===== config.mk =====
export PLATFORM = sky130hd
export DESIGN_NAME = baud_tick_div
export DESIGN_NICKNAME = d
export VERILOG_FILES = /design/src/rtl/baud_div_pkg.sv /design/src/rtl/baud_token_ring.sv /design/src/rtl/baud_edge_pulse.sv /design/src/rtl/baud_mod_count.sv /design/src/rtl/baud_tick_div.sv
export SDC_FILE = /design/constraint.sdc
export NUM_CORES = 1
export LEC_CHECK = 0
export BUFFER_PORTS_ARGS = -buffer_cell sky130_fd_sc_hd__buf_2
export CORE_MARGIN = 2
export CORE_UTILIZATION = 40
export CTS_CLUSTER_SIZE = 14
export DETAILED_ROUTE_END_ITERATION = 12
export SLEW_MARGIN = 20
export SYNTH_ARGS = -nofsm -noshare
export SYNTH_HDL_FRONTEND = slang
export SYNTH_SLANG_ARGS = --single-unit

===== constraint.sdc =====
create_clock -name clk_i -period 1.1 [get_ports clk_i]
set_clock_uncertainty 0.2 [all_clocks]
set_input_delay 0.22 -clock clk_i [delete_from_list [all_inputs] [get_ports clk_i]]
set_output_delay 0.22 -clock clk_i [all_outputs]
set_load 0.01 [all_outputs]

===== src/rtl/baud_div_pkg.sv =====
package baud_div_pkg;

  localparam int unsigned FACTOR_MAX  = 16;
  localparam int unsigned STAGE_LIMIT = 32;

  // Largest divisor of n within 2..FACTOR_MAX, or 1 when there is none.
  function automatic int unsigned largest_div(input int unsigned n);
    int unsigned best;
    best = 1;
    for (int unsigned f = 2; f <= FACTOR_MAX; f++) begin
      if ((n % f) == 0) best = f;
    end
    return best;
  endfunction

  // True when n >= 2 and every prime factor of n fits in one stage.
  function automatic bit is_smooth(input int unsigned n);
    int unsigned rem;
    rem = n;
    for (int unsigned p = 2; p <= 13; p++) begin
      for (int unsigned i = 0; i < STAGE_LIMIT; i++) begin
        if (rem != 0 && (rem % p) == 0) rem = rem / p;
      end
    end
    return (n >= 2) && (rem == 1);
  endfunction

  // Nearest ratio inside the tolerance that factors; the lower candidate
  // wins at equal distance. Returns nom when nothing qualifies.
  function automatic int unsigned pick_ratio(input int unsigned nom,
                                             input int unsigned tol_ppt);
    int unsigned span;
    int unsigned result;
    bit          found;
    span   = int'((longint'(nom) * longint'(tol_ppt)) / 1000);
    result = nom;
    found  = is_smooth(nom);
    for (int unsigned d = 1; d <= span; d++) begin
      if (!found) begin
        if (nom >= d + 2 && is_smooth(nom - d)) begin
          result = nom - d;
          found  = 1'b1;
        end else if (is_smooth(nom + d)) begin
          result = nom + d;
          found  = 1'b1;
        end
      end
    end
    return result;
  endfunction

  // Number of stages the greedy split of n produces.
  function automatic int unsigned num_factors(input int unsigned n);
    int unsigned rem;
    int unsigned cnt;
    rem = n;
    cnt = 0;
    for (int unsigned i = 0; i < STAGE_LIMIT; i++) begin
      if (rem > 1) begin
        rem = rem / largest_div(rem);
        cnt++;
      end
    end
    return cnt;
  endfunction

  // Length of stage idx in the greedy split of n.
  function automatic int unsigned factor_at(input int unsigned n,
                                            input int unsigned idx);
    int unsigned rem;
    int unsigned f;
    rem = n;
    f   = 1;
    for (int unsigned i = 0; i < STAGE_LIMIT; i++) begin
      if (i <= idx) begin
        f   = largest_div(rem);
        rem = rem / f;
      end
    end
    return f;
  endfunction

  // Reset position of the token in stage idx. Every stage adds two register
  // delays, so the chain is pre-advanced by 2*stages-1 cycles, spread as
  // mixed-radix digits over the stages; the first tick then lands on P.
  function automatic int unsigned start_pos(input int unsigned n,
                                            input int unsigned idx);
    int unsigned lead;
    int unsigned weight;
    lead   = 2 * num_factors(n) - 1;
    weight = 1;
    for (int unsigned i = 0; i < STAGE_LIMIT; i++) begin
      if (i < idx) weight = weight * factor_at(n, i);
    end
    return (lead / weight) % factor_at(n, idx);
  endfunction

endpackage


===== src/rtl/baud_token_ring.sv =====
module baud_token_ring #(
  parameter int unsigned LEN   = 4,
  parameter int unsigned START = 0
) (
  input  logic clk_i,
  input  logic rst_i,
  input  logic adv_i,
  output logic home_o
);

  logic [LEN-1:0] ring;

  always_ff @(posedge clk_i) begin
    if (rst_i) begin
      for (int j = 0; j < int'(LEN); j++) ring[j] <= (j == int'(START));
    end else if (adv_i) begin
      ring <= {ring[LEN-2:0], ring[LEN-1]};
    end
  end

  assign home_o = ring[0];

  p_single_token_r2: assert property (@(posedge clk_i) disable iff (rst_i)
    $countones(ring) == 1);

  p_frozen_idle_r3: assert property (@(posedge clk_i) disable iff (rst_i)
    !adv_i |=> $stable(ring));

endmodule


===== src/rtl/baud_edge_pulse.sv =====
module baud_edge_pulse (
  input  logic clk_i,
  input  logic rst_i,
  input  logic lvl_i,
  output logic pulse_o
);

  logic hist_q;
  logic pulse_q;

  // History presets high so a token already at its tap is not an arrival.
  always_ff @(posedge clk_i) begin
    if (rst_i) begin
      hist_q  <= 1'b1;
      pulse_q <= 1'b0;
    end else begin
      hist_q  <= lvl_i;
      pulse_q <= lvl_i & ~hist_q;
    end
  end

  assign pulse_o = pulse_q;

  p_one_shot_r1: assert property (@(posedge clk_i) disable iff (rst_i)
    pulse_o |=> !pulse_o);

endmodule


===== src/rtl/baud_mod_count.sv =====
module baud_mod_count #(
  parameter int unsigned PERIOD = 53
) (
  input  logic clk_i,
  input  logic rst_i,
  output logic tick_o
);

  localparam int unsigned CW = (PERIOD > 2) ? $clog2(PERIOD) : 1;
  localparam logic [CW-1:0] LAST = CW'(PERIOD - 1);

  logic [CW-1:0] cnt_q;
  logic          tick_q;

  always_ff @(posedge clk_i) begin
    if (rst_i) begin
      cnt_q  <= '0;
      tick_q <= 1'b0;
    end else begin
      cnt_q  <= (cnt_q == LAST) ? '0 : cnt_q + 1'b1;
      tick_q <= (cnt_q == LAST);
    end
  end

  assign tick_o = tick_q;

  p_count_range_r5: assert property (@(posedge clk_i) disable iff (rst_i)
    cnt_q <= LAST);

  p_wrap_fires_r5: assert property (@(posedge clk_i) disable iff (rst_i)
    (cnt_q == LAST) |=> tick_o);

endmodule


===== src/rtl/baud_tick_div.sv =====
module baud_tick_div #(
  parameter int unsigned RATIO   = 56,
  parameter int unsigned TOL_PPT = 0
) (
  input  logic clk_i,
  input  logic rst_i,
  output logic tick_o
);

  localparam int unsigned EFF    = baud_div_pkg::pick_ratio(RATIO, TOL_PPT);
  localparam bit          SMOOTH = baud_div_pkg::is_smooth(EFF);
  localparam int unsigned NST    = SMOOTH ? baud_div_pkg::num_factors(EFF) : 0;

  generate
    if (RATIO < 2) begin : g_reject
      $error("baud_tick_div: RATIO must be at least 2");
      assign tick_o = 1'b0;
    end else if (SMOOTH) begin : g_rings
      logic [NST:0] chain;
      assign chain[0] = 1'b1;
      for (genvar s = 0; s < NST; s++) begin : g_stage
        localparam int unsigned LEN   = baud_div_pkg::factor_at(EFF, s);
        localparam int unsigned START = baud_div_pkg::start_pos(EFF, s);
        logic home;
        baud_token_ring #(.LEN(LEN), .START(START)) ring_i (
          .clk_i  (clk_i),
          .rst_i  (rst_i),
          .adv_i  (chain[s]),
          .home_o (home)
        );
        baud_edge_pulse clean_i (
          .clk_i   (clk_i),
          .rst_i   (rst_i),
          .lvl_i   (home),
          .pulse_o (chain[s+1])
        );
      end
      assign tick_o = chain[NST];
    end else begin : g_counter
      baud_mod_count #(.PERIOD(EFF)) cnt_i (
        .clk_i  (clk_i),
        .rst_i  (rst_i),
        .tick_o (tick_o)
      );
    end
  endgenerate

  p_tick_narrow_r1: assert property (@(posedge clk_i) disable iff (rst_i)
    tick_o |=> !tick_o);

  p_reset_quiet_r9: assert property (@(posedge clk_i)
    rst_i |=> !tick_o);

endmodule


# After elaboration in Yosys (flattened, before gate mapping)
# Index checks and enable logic that the tools add are counted.
[classes]
bitwise_logic = 4
[op_table]
columns = ["op", "n"]
rows = [
  ["1-bit bitwise AND", 2],
  ["1-bit NOT", 2],
]
[totals]
in_bits = 2
out_inout_bits = 1
wordCells = 10
regBits = 22

# Longest topological paths before layout
# Gate-level depths: netlist (run 1).
[logic_depth]
word_depth = 2
ltp_mapped = 3

# Cells and area by module
# A second synthesis (run 1) with hierarchy kept.
[hier_totals]
hier_cells = 67
hier_area_um2 = 775.7
[by_module_without_submodules]
columns = ["module", "cells_each", "instances", "seq_area_each_um2", "area_each_um2"]
rows = [
  ["baud_token_ring (g_rings.g_stage[0].ring_i)", 45, 1, 280.3, 510.5],
  ["baud_token_ring (g_rings.g_stage[1].ring_i)", 13, 1, 80.1, 143.9],
  ["baud_edge_pulse", 4, 2, 40.0, 58.8],
  ["baud_tick_div", 1, 1, 0.0, 3.8],
]

# Least setup slack after synthesis (run 1)
# No wires, ideal clock.
[synth_timing]
path_type = "register to register"
start = "reg g_rings.g_stage[0].clean_i.pulse_q"
end = "reg g_rings.g_stage[1].ring_i.ring[0]"
setup_time_ps = 120
synth_period_minus_slack_ps = 990
stages_incl_launch_ff = 3
arrival_time_ps = 671
setup_slack_ps = 110
path_cell_list = "dfxtp_1 > buf_6 > a211o_1"
[synth_lines]
columns = ["element", "line", "source"]
rows = [
  ["from (decl)", "baud_edge_pulse.sv:9", "logic pulse_q;"],
  ["from (signal assigned)", "baud_edge_pulse.sv:18", "pulse_q <= lvl_i & ~hist_q;"],
  ["to (signal assigned)", "baud_token_ring.sv:17", "ring <= {ring[LEN-2:0], ring[LEN-1]};"],
  ["to (decl)", "baud_token_ring.sv:11", "logic [LEN-1:0] ring;"],
]
# No word-level cell between the ends.

# Worst setup path after layout (run 1)
[layout_timing]
start = "reg g_rings.g_stage[1].clean_i.pulse_q"
end = "out tick_o"
[layout_lines]
columns = ["element", "line", "source"]
rows = [
  ["from (decl)", "baud_edge_pulse.sv:9", ""],
  ["from (signal assigned)", "baud_edge_pulse.sv:18", ""],
  ["to (decl)", "baud_tick_div.sv:7", "output logic tick_o"],
]
# No word-level cell between the ends.

==> results of run 1 <==
-- kinds of logic (layout without fill, tap and decap cells) --
family / after synthesis / in the layout
muxes: 3 / 3
buffers and inverters: 3 / 8
DFF: 22 / 22
AOI/OAI and AO/OA: 1 / 1
and+or+nand+nor: 22 / 22
-- sequential cells by signal, summed over array words and instances (netlist names) --
| signal | cells |
|---|---|
| g_rings.g_stage.clean_i.hist_q | 2 |
| g_rings.g_stage.clean_i.pulse_o | 2 |
| g_rings.g_stage.ring_i.ring | 18 |
-- repair_timing --
action	in CTS	in global routing
endpoints found under the hold margin	0	0
resized for setup	0	1
hold buffers	0	0
endpoints found under the setup margin	1	2
-- placed cells by master, fill, tap and decap left out --
cell type and count:
dfxtp_2 1, a211o_1 1, dfxtp_1 21, nor2b_1 14
nor2_1 3, and2b_1 1, buf_2 2, or2_1 3
nor3b_1 1, buf_4 3, clkbuf_4 3, mux2i_1 3
-- stage by stage --
step                util [%]  area [µm²]  setup TNS, ns
finish                 45.68       688.2       -0.04459
global route           45.68       688.2       -0.07819
CTS                    45.60       686.9       -0.05395
global placement       44.10       664.4              0
floorplan                  -       639.4              0
detailed placement     44.10       664.4              0
-- Yosys cell counts --
| cell type | instances |
|---|---|
| nor2b_1 | 14 |
| dfxtp_1 | 22 |
| buf_6 | 2 |
| nor3b_1 | 1 |
| buf_2 | 1 |
| or2_1 | 3 |
| a211o_1 | 1 |
| mux2i_1 | 3 |
| nor2_1 | 3 |
| and2b_1 | 1 |
-- power groups by stage --
stage	Clock [mW]	Sequential (mW)	Combinational, mW
after global routing	0.382	0.809	0.0300
after floorplan	0	0.825	0.0184
after detailed placement	0	0.826	0.0271
after CTS	0.352	0.808	0.0275
final	0.341	0.808	0.0267
after global placement	0	0.826	0.0267
-- worst paths after layout --
path	startpoint	to	slack (ns)	cells after the start
setup / recovery	g_rings.g_stage[1].clean_i.pulse_o	tick_o	-0.04	1
hold / removal	rst_i	g_rings.g_stage[0].ring_i.ring[0]	0.002	2
hold reg to reg	g_rings.g_stage[0].clean_i.hist_q	g_rings.g_stage[0].clean_i.pulse_o	0.20	1
setup reg to reg	g_rings.g_stage[1].ring_i.ring[0]	g_rings.g_stage[1].ring_i.ring[0]	0.12	2
-- layout make-up --
type | count | share of cell area (%)
Sequential cell | 22 | 64.18
Multi-Input combinational cell | 26 | 24.91
Timing Repair Buffer | 5 | 4.727
Clock buffer | 3 | 3.273
Tap cell | 16 | 2.909
-- layer usage --
layer  vias up  wire length (µm)  global-route usage [%]
met2         2               257                   10.00
met5         -                 0                       0
met4         0                 0                   3.636
li1        168                 -                       -
met1       145               408                   12.86
met3         0                20                   3.750
==> impl_metrics.tcl, run 1 <==
set metrics [dict create \
    result_of_the_run "finished with violations" \
    violated_checks "negative setup slack" \
    max_cap_viol_count 0 \
    worst_path_fanout_max 1 \
    worst_slew_pin_slew_ns 0.1296 \
    layout-drive-gt1-share_pct 16.07 \
    timing.critical_path.from_type "flip-flop" \
    clock-root-buffer "clkbuf_4" \
    arrival_ns 0.72 \
    synthesis.yosys.warnings 0 \
    dieHeight_um 43.98 \
    post_synth_main_area_contributors "dfxtp_1, nor2b_1, mux2i_1" \
    die_width_um 43.98 \
    syn-mean-instance-area_um2 12.54 \
    via_count 315 \
    series_of_cell_instances_along_the_critical_path "buf_2" \
    core_region_area_mm2 0.001506 \
    io_buffer_count 2 \
    place_congestion 0.6443 \
    cts_post_setup_buffers_inserted 0 \
    cts_sinks 22 \
    die_area_mm2 0.001934 \
    detailed_place_hpwl_um 465.4 \
    vdd.ir_drop.worst_uv 674.0 \
    multiInputGateArea_um2 171.4 \
    post_synth_instance_area_um2 639.4 \
    path_buf_inv 1 \
    synth_fa_ha_area_share_pct 0 \
    crit_path_top_delay_cell "dfxtp_1" \
    post-layout-total-power_mw 1.176 \
    diodes 0 \
    setup_repair_after_global_routing_missed_its_margin "yes" \
    critPathMaxStageDelay_ns 0.31 \
    postSynthCellCount 51 \
    drtPass1Iterations 2 \
    path_clk_slew_ns 0.11 \
    pre_cts_ws_ns 0.05654 \
    ioPinCount 3 \
    routed_wirelength_normalized_by_instance_count_um 9.528 \
    report.final.hold_viol_count 0 \
    synth_nets 53 \
    main_combinational_cell_family_by_area_after_synthesis "simple AND/OR/NAND/NOR gates" \
    std_cell_rows 14 \
    p_leak_nw 0.2721 \
    comb_power_share_pct 2.3 \
    p_clk_share_pct 29.0 \
    timing.critical_path.to_type "output pin" \
    dp_cells 69 \
    area_growth_syn_to_layout_pct 7.632 \
    total_global_route_track_usage_pct 8.441 \
    timing.final.setup_violations 1 \
    fraction_of_power_consumed_by_sequential_logic_pct 68.7 \
    grt_start_max_net_pins 12 \
    antenna_violating_nets_post_route 0 \
    ff_latch_area_um2 441.7 \
    post_synth_xor_area_fraction_pct 0 \
    drt_first_iter_violations 4 \
    post-route-min-period_ns 1.145 \
    htree_levels 1 \
    synth_top_area_cell "dfxtp_1" \
    fin_crit_share_pct 104.1 \
    p_sw_share_pct 19.51 \
    initial_antenna_violation_count 0 \
    critPathTopFamily "flip-flops" \
    overflow 0 \
    first_pass_grt_wire_length_um 1166 \
    cts_inserted_buffers 3 \
    yosysSeqAreaShare_pct 68.88 \
    worst_hold_slack_after_final_layout_ns 0.002347 \
    pwr_dens_mw_per_mm2 1709 \
    type_of_the_worst_setup_path "reg2out" \
    critical_path_required_ns 0.68 \
    relSlewSlack_pct 91.11 \
    cts_tree "done" \
    final_cells 72 \
    synth_top_area_share_pct 68.88 \
    vias_per_cell 4.375 \
    simple_gate_portion_of_the_synthesized_area_pct 20.74 \
    setup_slack_ns -0.04459 \
    clock_insertion_delay_worst_skew_ns 0.29 \
    totalWireLength_um 686 \
    synth-seq-cells 22 \
    synth.mux.area_fraction_pct 4.697 \
    power.net_switching_mw 0.2294 \
    drc_violation_count_after_routing 0 \
    grt_pass1_vias 270 \
    num-fill-cells 142 \
    initial_utilization_pct 42.44 \
    cts_max_path_buffers 2 \
    slew_viol_final 0 \
    power.internal_mw 0.9465 \
    min-delay-path-class "in2reg" \
    final_net_count 60 \
    synth.distinct_cells 10 \
    synth_compound_area_share_pct 1.370 \
    achievable_frequency_mhz 873.7 \
]
No activity file was read; power rests on OpenSTA's default activity.
==> run 2, diff against run 1 <==
--- a/config.mk
+++ b/config.mk
@@ -12,2 +12,3 @@
 export DETAILED_ROUTE_END_ITERATION = 12
+export SETUP_SLACK_MARGIN = 0.1
 export SLEW_MARGIN = 20
--- a/constraint.sdc
+++ b/constraint.sdc
@@ -4,2 +4,2 @@
 set_output_delay 0.22 -clock clk_i [all_outputs]
-set_load 0.01 [all_outputs]
+set_load 0.1 [all_outputs]
==> impl_metrics.tcl, run 2 (synthesis results as in run 1) <==
set metrics [dict create \
    result_of_the_run "finished with violations" \
    violated_checks "negative setup slack" \
    top_register "g_rings.g_stage.ring_i.ring" \
    total_global_route_track_usage_pct 9.888 \
    final_cell_mix "dfxtp_1, nor2b_1" \
    totalWireLength_um 699 \
    fin_crit_share_pct 114.0 \
    dp_cells 68 \
    std_cell_rows 14 \
    flip_flop_count_of_the_largest_register_after_layout 18 \
    worst-r2r-setup-slack_ns 0.12 \
    antenna_violating_nets_post_route 0 \
    critPathMaxStageDelay_ns 0.37 \
    timing.hold.worst_path_depth 2 \
    cts_resized 1 \
    core_region_area_mm2 0.001506 \
    crit_end "tick_o" \
    max_cap_viol_count 0 \
    detailed_place_hpwl_um 440.9 \
    drt_first_iter_violations 1 \
    p_sw_share_pct 19.26 \
    crit-reg2reg-capture "g_rings.g_stage[1].ring_i.ring[0]" \
    comb_power_share_pct 1.9 \
    htree_levels 1 \
    cts_sinks 22 \
    timing.setup.tns_ns -0.1539 \
    post-layout-total-power_mw 1.256 \
    path_clk_slew_ns 0.12 \
    setup_slack_ns -0.1539 \
    relSlewSlack_pct 87.32 \
    overflow 0 \
    drtPass1Iterations 2 \
    path_buf_inv 1 \
    post-route-min-period_ns 1.254 \
    cts_max_path_buffers 2 \
    power.net_switching_mw 0.2418 \
    diodes 0 \
    cts_tree "done" \
    num-fill-cells 140 \
    area_growth_syn_to_layout_pct 12.13 \
    final_common_cell "dfxtp_1" \
    critical_path_required_ns 0.68 \
    crit_path_top_delay_cell "dfxtp_4" \
    min-delay-path-class "in2reg" \
    clock-root-buffer "clkbuf_4" \
    post_placement_cell_area_um2 675.6 \
    final_area_um2 716.9 \
    initial_antenna_violation_count 0 \
    io_buffer_count 2 \
    ctsHoldBuffers 0 \
    grt_pass1_vias 309 \
    cts_inserted_buffers 3 \
    pwr_dens_mw_per_mm2 1752 \
    p_leak_nw 0.2776 \
    final_net_count 59 \
    series_of_cell_instances_along_the_critical_path "buf_12" \
    slew_viol_final 0 \
    type_of_the_worst_setup_path "reg2out" \
    worst_path_fanout_max 1 \
    dieHeight_um 43.98 \
    drc_violation_count_after_routing 0 \
    critical_path_cell_count 1 \
    first_pass_grt_wire_length_um 1345 \
    power.internal_mw 1.014 \
    timing.final.setup_violations 1 \
    p_clk_share_pct 34.2 \
    achievable_frequency_mhz 797.5 \
    timing.critical_path.from_type "flip-flop" \
    place_congestion 0.6399 \
    clock_insertion_delay_worst_skew_ns 0.30 \
    pre_cts_ws_ns 0.02568 \
    arrival_ns 0.83 \
    regToRegStartpoint "g_rings.g_stage[1].ring_i.ring[0]" \
    final_cells 72 \
    worst_hold_slack_after_final_layout_ns 0.01518 \
    fraction_of_power_consumed_by_sequential_logic_pct 63.9 \
    routed_wirelength_normalized_by_instance_count_um 9.708 \
    initial_utilization_pct 42.44 \
    vias_per_cell 4.389 \
    vdd.ir_drop.worst_uv 1157 \
    layout-drive-gt1-share_pct 19.64 \
    die_width_um 43.98 \
    die_area_mm2 0.001934 \
    setup_repair_after_global_routing_missed_its_margin "yes" \
    worst_slew_pin_slew_ns 0.1903 \
    final_core_util_pct 47.59 \
    ioPinCount 3 \
    timing.critical_path.to_type "output pin" \
    critPathTopFamily "flip-flops" \
    report.final.hold_viol_count 0 \
    setup.worst_path.start "g_rings.g_stage[1].clean_i.pulse_o" \
    cts_post_setup_buffers_inserted 0 \
    grt_start_max_net_pins 14 \
    via_count 316 \
    worst_r2r_path_depth 2 \
]
==> run 2: worst min-delay path by stage <==
stage / startpoint / endpoint / slack, ns
2_1_floorplan: g_rings.g_stage[1].clean_i.hist_q / g_rings.g_stage[1].clean_i.pulse_o / 0.16
3_3_place_gp: g_rings.g_stage[0].clean_i.hist_q / g_rings.g_stage[0].clean_i.pulse_o / 0.17
3_5_place_dp: g_rings.g_stage[1].clean_i.hist_q / g_rings.g_stage[1].clean_i.pulse_o / 0.18
4_1_cts: rst_i / g_rings.g_stage[0].ring_i.ring[7] / 0.01
5_1_grt: rst_i / g_rings.g_stage[0].ring_i.ring[7] / 0.03
6_report: rst_i / g_rings.g_stage[1].clean_i.pulse_o / 0.02
==> run 2: power by group through the flow <==
stage	combinational [mW]	clock [mW]	sequential, mW
2_1_floorplan	0.0184	0	0.823
3_3_place_gp	0.0236	0	0.823
3_5_place_dp	0.0241	0	0.824
4_1_cts	0.0244	0.451	0.806
5_1_grt	0.0276	0.474	0.804
6_report	0.0235	0.430	0.803
==> run 2: final cells by class <==
cell class / instances / area (µm²) / area share, %
clock buffers: 4 / 36.28 / 5.061
multi-input cells: 26 / 171.4 / 23.91
flip-flops and latches: 22 / 449.2 / 62.65
well taps: 16 / 20.02 / 2.792
repair buffers: 4 / 40.04 / 5.585
==> run 2: worst register-to-register path, stage by stage, from the launching register on <==
cell and delay [ns]:
dfxtp_2 0.35, nor2b_1 0.12, a211o_1 0.21
==> run 2: routing by layer <==
layer | global-route usage [%] | share of wire [%]
met3 | 6.250 | 6.0
met1 | 12.79 | 54
met2 | 13.24 | 38
met4 | 3.636 | 1.4
met5 | 0 | 0
==> run 3, diff against run 2 <==
ABC_CLOCK_PERIOD_IN_PS = 1100   (was not set)
CORE_ASPECT_RATIO = 0.8   (was not set)
GPL_ROUTABILITY_DRIVEN = 0   (was not set)
SYNTH_HIERARCHICAL = 1   (was not set)
==> impl_metrics.tcl, run 3 <==
set metrics [dict create \
    synthArstFlopShare_pct 0 \
    yosysMostFrequentCell "dfxtp_1" \
    timing.setup.tns_ns -0.1573 \
    path_buf_inv 1 \
    slew_viol_final 0 \
    area_growth_syn_to_layout_pct 9.839 \
    final_core_util_pct 45.89 \
    ioPinCount 3 \
    dp_cells 90 \
    detailed_place_hpwl_um 629.6 \
    vias_per_cell 4.516 \
    pwr_dens_mw_per_mm2 1443 \
    num-fill-cells 192 \
    final_net_count 74 \
    die_area_mm2 0.002310 \
    critical_path_required_ns 0.68 \
    die_width_um 53.24 \
    crit-reg2reg-capture "g_rings.g_stage[1].ring_i/ring[0]" \
    series_of_cell_instances_along_the_critical_path "buf_12" \
    core_region_area_mm2 0.001857 \
    cts_sinks 22 \
    ctsHoldBuffers 0 \
    grt_start_max_net_pins 16 \
    drtPass1Iterations 3 \
    overflow 0 \
    post_synth_instance_area_um2 775.7 \
    pre_cts_ws_ns 0.06648 \
    worst_path_fanout_max 1 \
    drt_first_iter_violations 4 \
    final_cell_mix "dfxtp_1, mux2i_1, nor2_1" \
    max_cap_viol_count 0 \
    routed_wirelength_normalized_by_instance_count_um 10.14 \
    clock_insertion_delay_worst_skew_ns 0.30 \
    via_count 429 \
    total_global_route_track_usage_pct 10.93 \
    worst-r2r-setup-slack_ns 0.12 \
    synth-seq-cells 22 \
    totalWireLength_um 963 \
    cts_inserted_buffers 3 \
    result_of_the_run "finished with violations" \
    cts_tree "done" \
    grt_pass1_vias 377 \
    synth_nets 69 \
    postSynthCellCount 67 \
    antenna_violating_nets_post_route 0 \
    path_clk_slew_ns 0.12 \
    synth_top_area_cell "dfxtp_1" \
    yosysSeqAreaShare_pct 56.77 \
    htree_levels 1 \
    violated_checks "negative setup slack" \
    initial_antenna_violation_count 0 \
    critPathMaxStageDelay_ns 0.37 \
    timing.critical_path.to_type "output pin" \
    timing.critical_path.from_type "flip-flop" \
    diodes 0 \
    crit_path_top_delay_cell "dfxtp_4" \
    synth_top_area_share_pct 56.77 \
    netlist_top_cells_count "dfxtp_1, mux2i_1, nor2_1" \
    post_synth_main_area_contributors "dfxtp_1, mux2i_1, nor2_1" \
    syn-mean-instance-area_um2 11.58 \
    timing.hold.worst_path_depth 2 \
    cts_max_path_buffers 2 \
    drc_violation_count_after_routing 0 \
    final_area_um2 852.1 \
    first_pass_grt_wire_length_um 1704 \
    synth-edff-count 0 \
    regToRegStartpoint "g_rings.g_stage[1].ring_i/ring[0]" \
    p_leak_nw 0.3469 \
    dieHeight_um 43.39 \
    post-route-min-period_ns 1.257 \
    worst_r2r_path_depth 2 \
    timing.final.setup_violations 1 \
    synth.distinct_cells 13 \
    post-layout-total-power_mw 1.230 \
    worstHoldEndpoint "g_rings.g_stage[1].ring_i/ring[3]" \
    std_cell_rows 14 \
    clock-root-buffer "clkbuf_4" \
    setup_slack_ns -0.1573 \
    layout-drive-gt1-share_pct 18.31 \
    fin_crit_share_pct 114.3 \
    top_register "g_rings.g_stage.ring_i/ring" \
    min-delay-path-class "in2reg" \
    post_placement_cell_area_um2 813.3 \
    vdd.ir_drop.worst_uv 899.4 \
    worst_hold_slack_after_final_layout_ns 0.02521 \
    postSynth.topFlopCell "dfxtp_1" \
    setup_repair_after_global_routing_missed_its_margin "yes" \
    flip_flop_count_of_the_largest_register_after_layout 18 \
    final_common_cell "dfxtp_1" \
    io_buffer_count 2 \
    report.final.hold_viol_count 0 \
    type_of_the_worst_setup_path "reg2out" \
    final_cells 95 \
    arrival_ns 0.84 \
    synthesis.yosys.warnings 6 \
    initial_utilization_pct 41.78 \
    achievable_frequency_mhz 795.3 \
    startpoint_of_the_tightest_hold_check_path "rst_i" \
    critPathTopFamily "flip-flops" \
]
-- run 3: where the power goes --
part           internal [mW]  switching [mW]  leakage, nW
clock network          0.141           0.226       0.0150
registers              0.802         0.00472        0.179
logic                 0.0252          0.0303        0.152
-- run 3: cells by family after synthesis --
| group | Yosys count | synth area share [%] |
|---|---|---|
| flip-flops | 22 | 56.77 |
| AND/OR/NAND/NOR | 22 | 14.52 |
| multiplexers | 16 | 20.64 |
| buffers and inverters | 4 | 5.321 |
| AO/OA/AOI/OAI | 2 | 2.258 |
| other | 1 | 0.4834 |
-- run 3: worst max path at each step --
stage	startpoint	slack [ns]	cells after the start	to
after floorplan	g_rings.g_stage[0].clean_i/pulse_o	0.11	3	g_rings.g_stage[1].ring_i/ring[0]
after global placement	g_rings.g_stage[0].clean_i/pulse_o	0.09	2	g_rings.g_stage[1].ring_i/ring[2]
after detailed placement	g_rings.g_stage[0].clean_i/pulse_o	0.07	2	g_rings.g_stage[1].ring_i/ring[0]
after CTS	g_rings.g_stage[1].clean_i/pulse_o	-0.17	1	tick_o
after global routing	g_rings.g_stage[1].clean_i/pulse_o	-0.19	1	tick_o
final	g_rings.g_stage[1].clean_i/pulse_o	-0.16	1	tick_o
-- run 3: routing by layer --
layer	wire, µm	GRT usage (%)	vias up	share of wire, %
met5	0	0	-	0
met4	20	7.692	0	2.1
met3	40	6.207	2	4.2
met2	402	12.59	4	42
met1	501	14.89	195	52
li1	-	-	228	-
-- run 3: layout make-up --
cell class / instances / area [µm²] / area share [%]
tap: 24 / 30.03 / 3.524
timing repair buffer: 4 / 52.55 / 6.167
sequential: 22 / 449.2 / 52.72
multi-input combinational: 41 / 294.0 / 34.51
clock buffer: 4 / 26.28 / 3.084
-- run 3: timing repair --
action | in CTS | in global routing
pin swaps | 0 | 2
hold endpoints to repair | 0 | 0
resized for setup | 2 | 1
setup endpoints to repair | 5 | 4
buffers inserted | 1 | 0
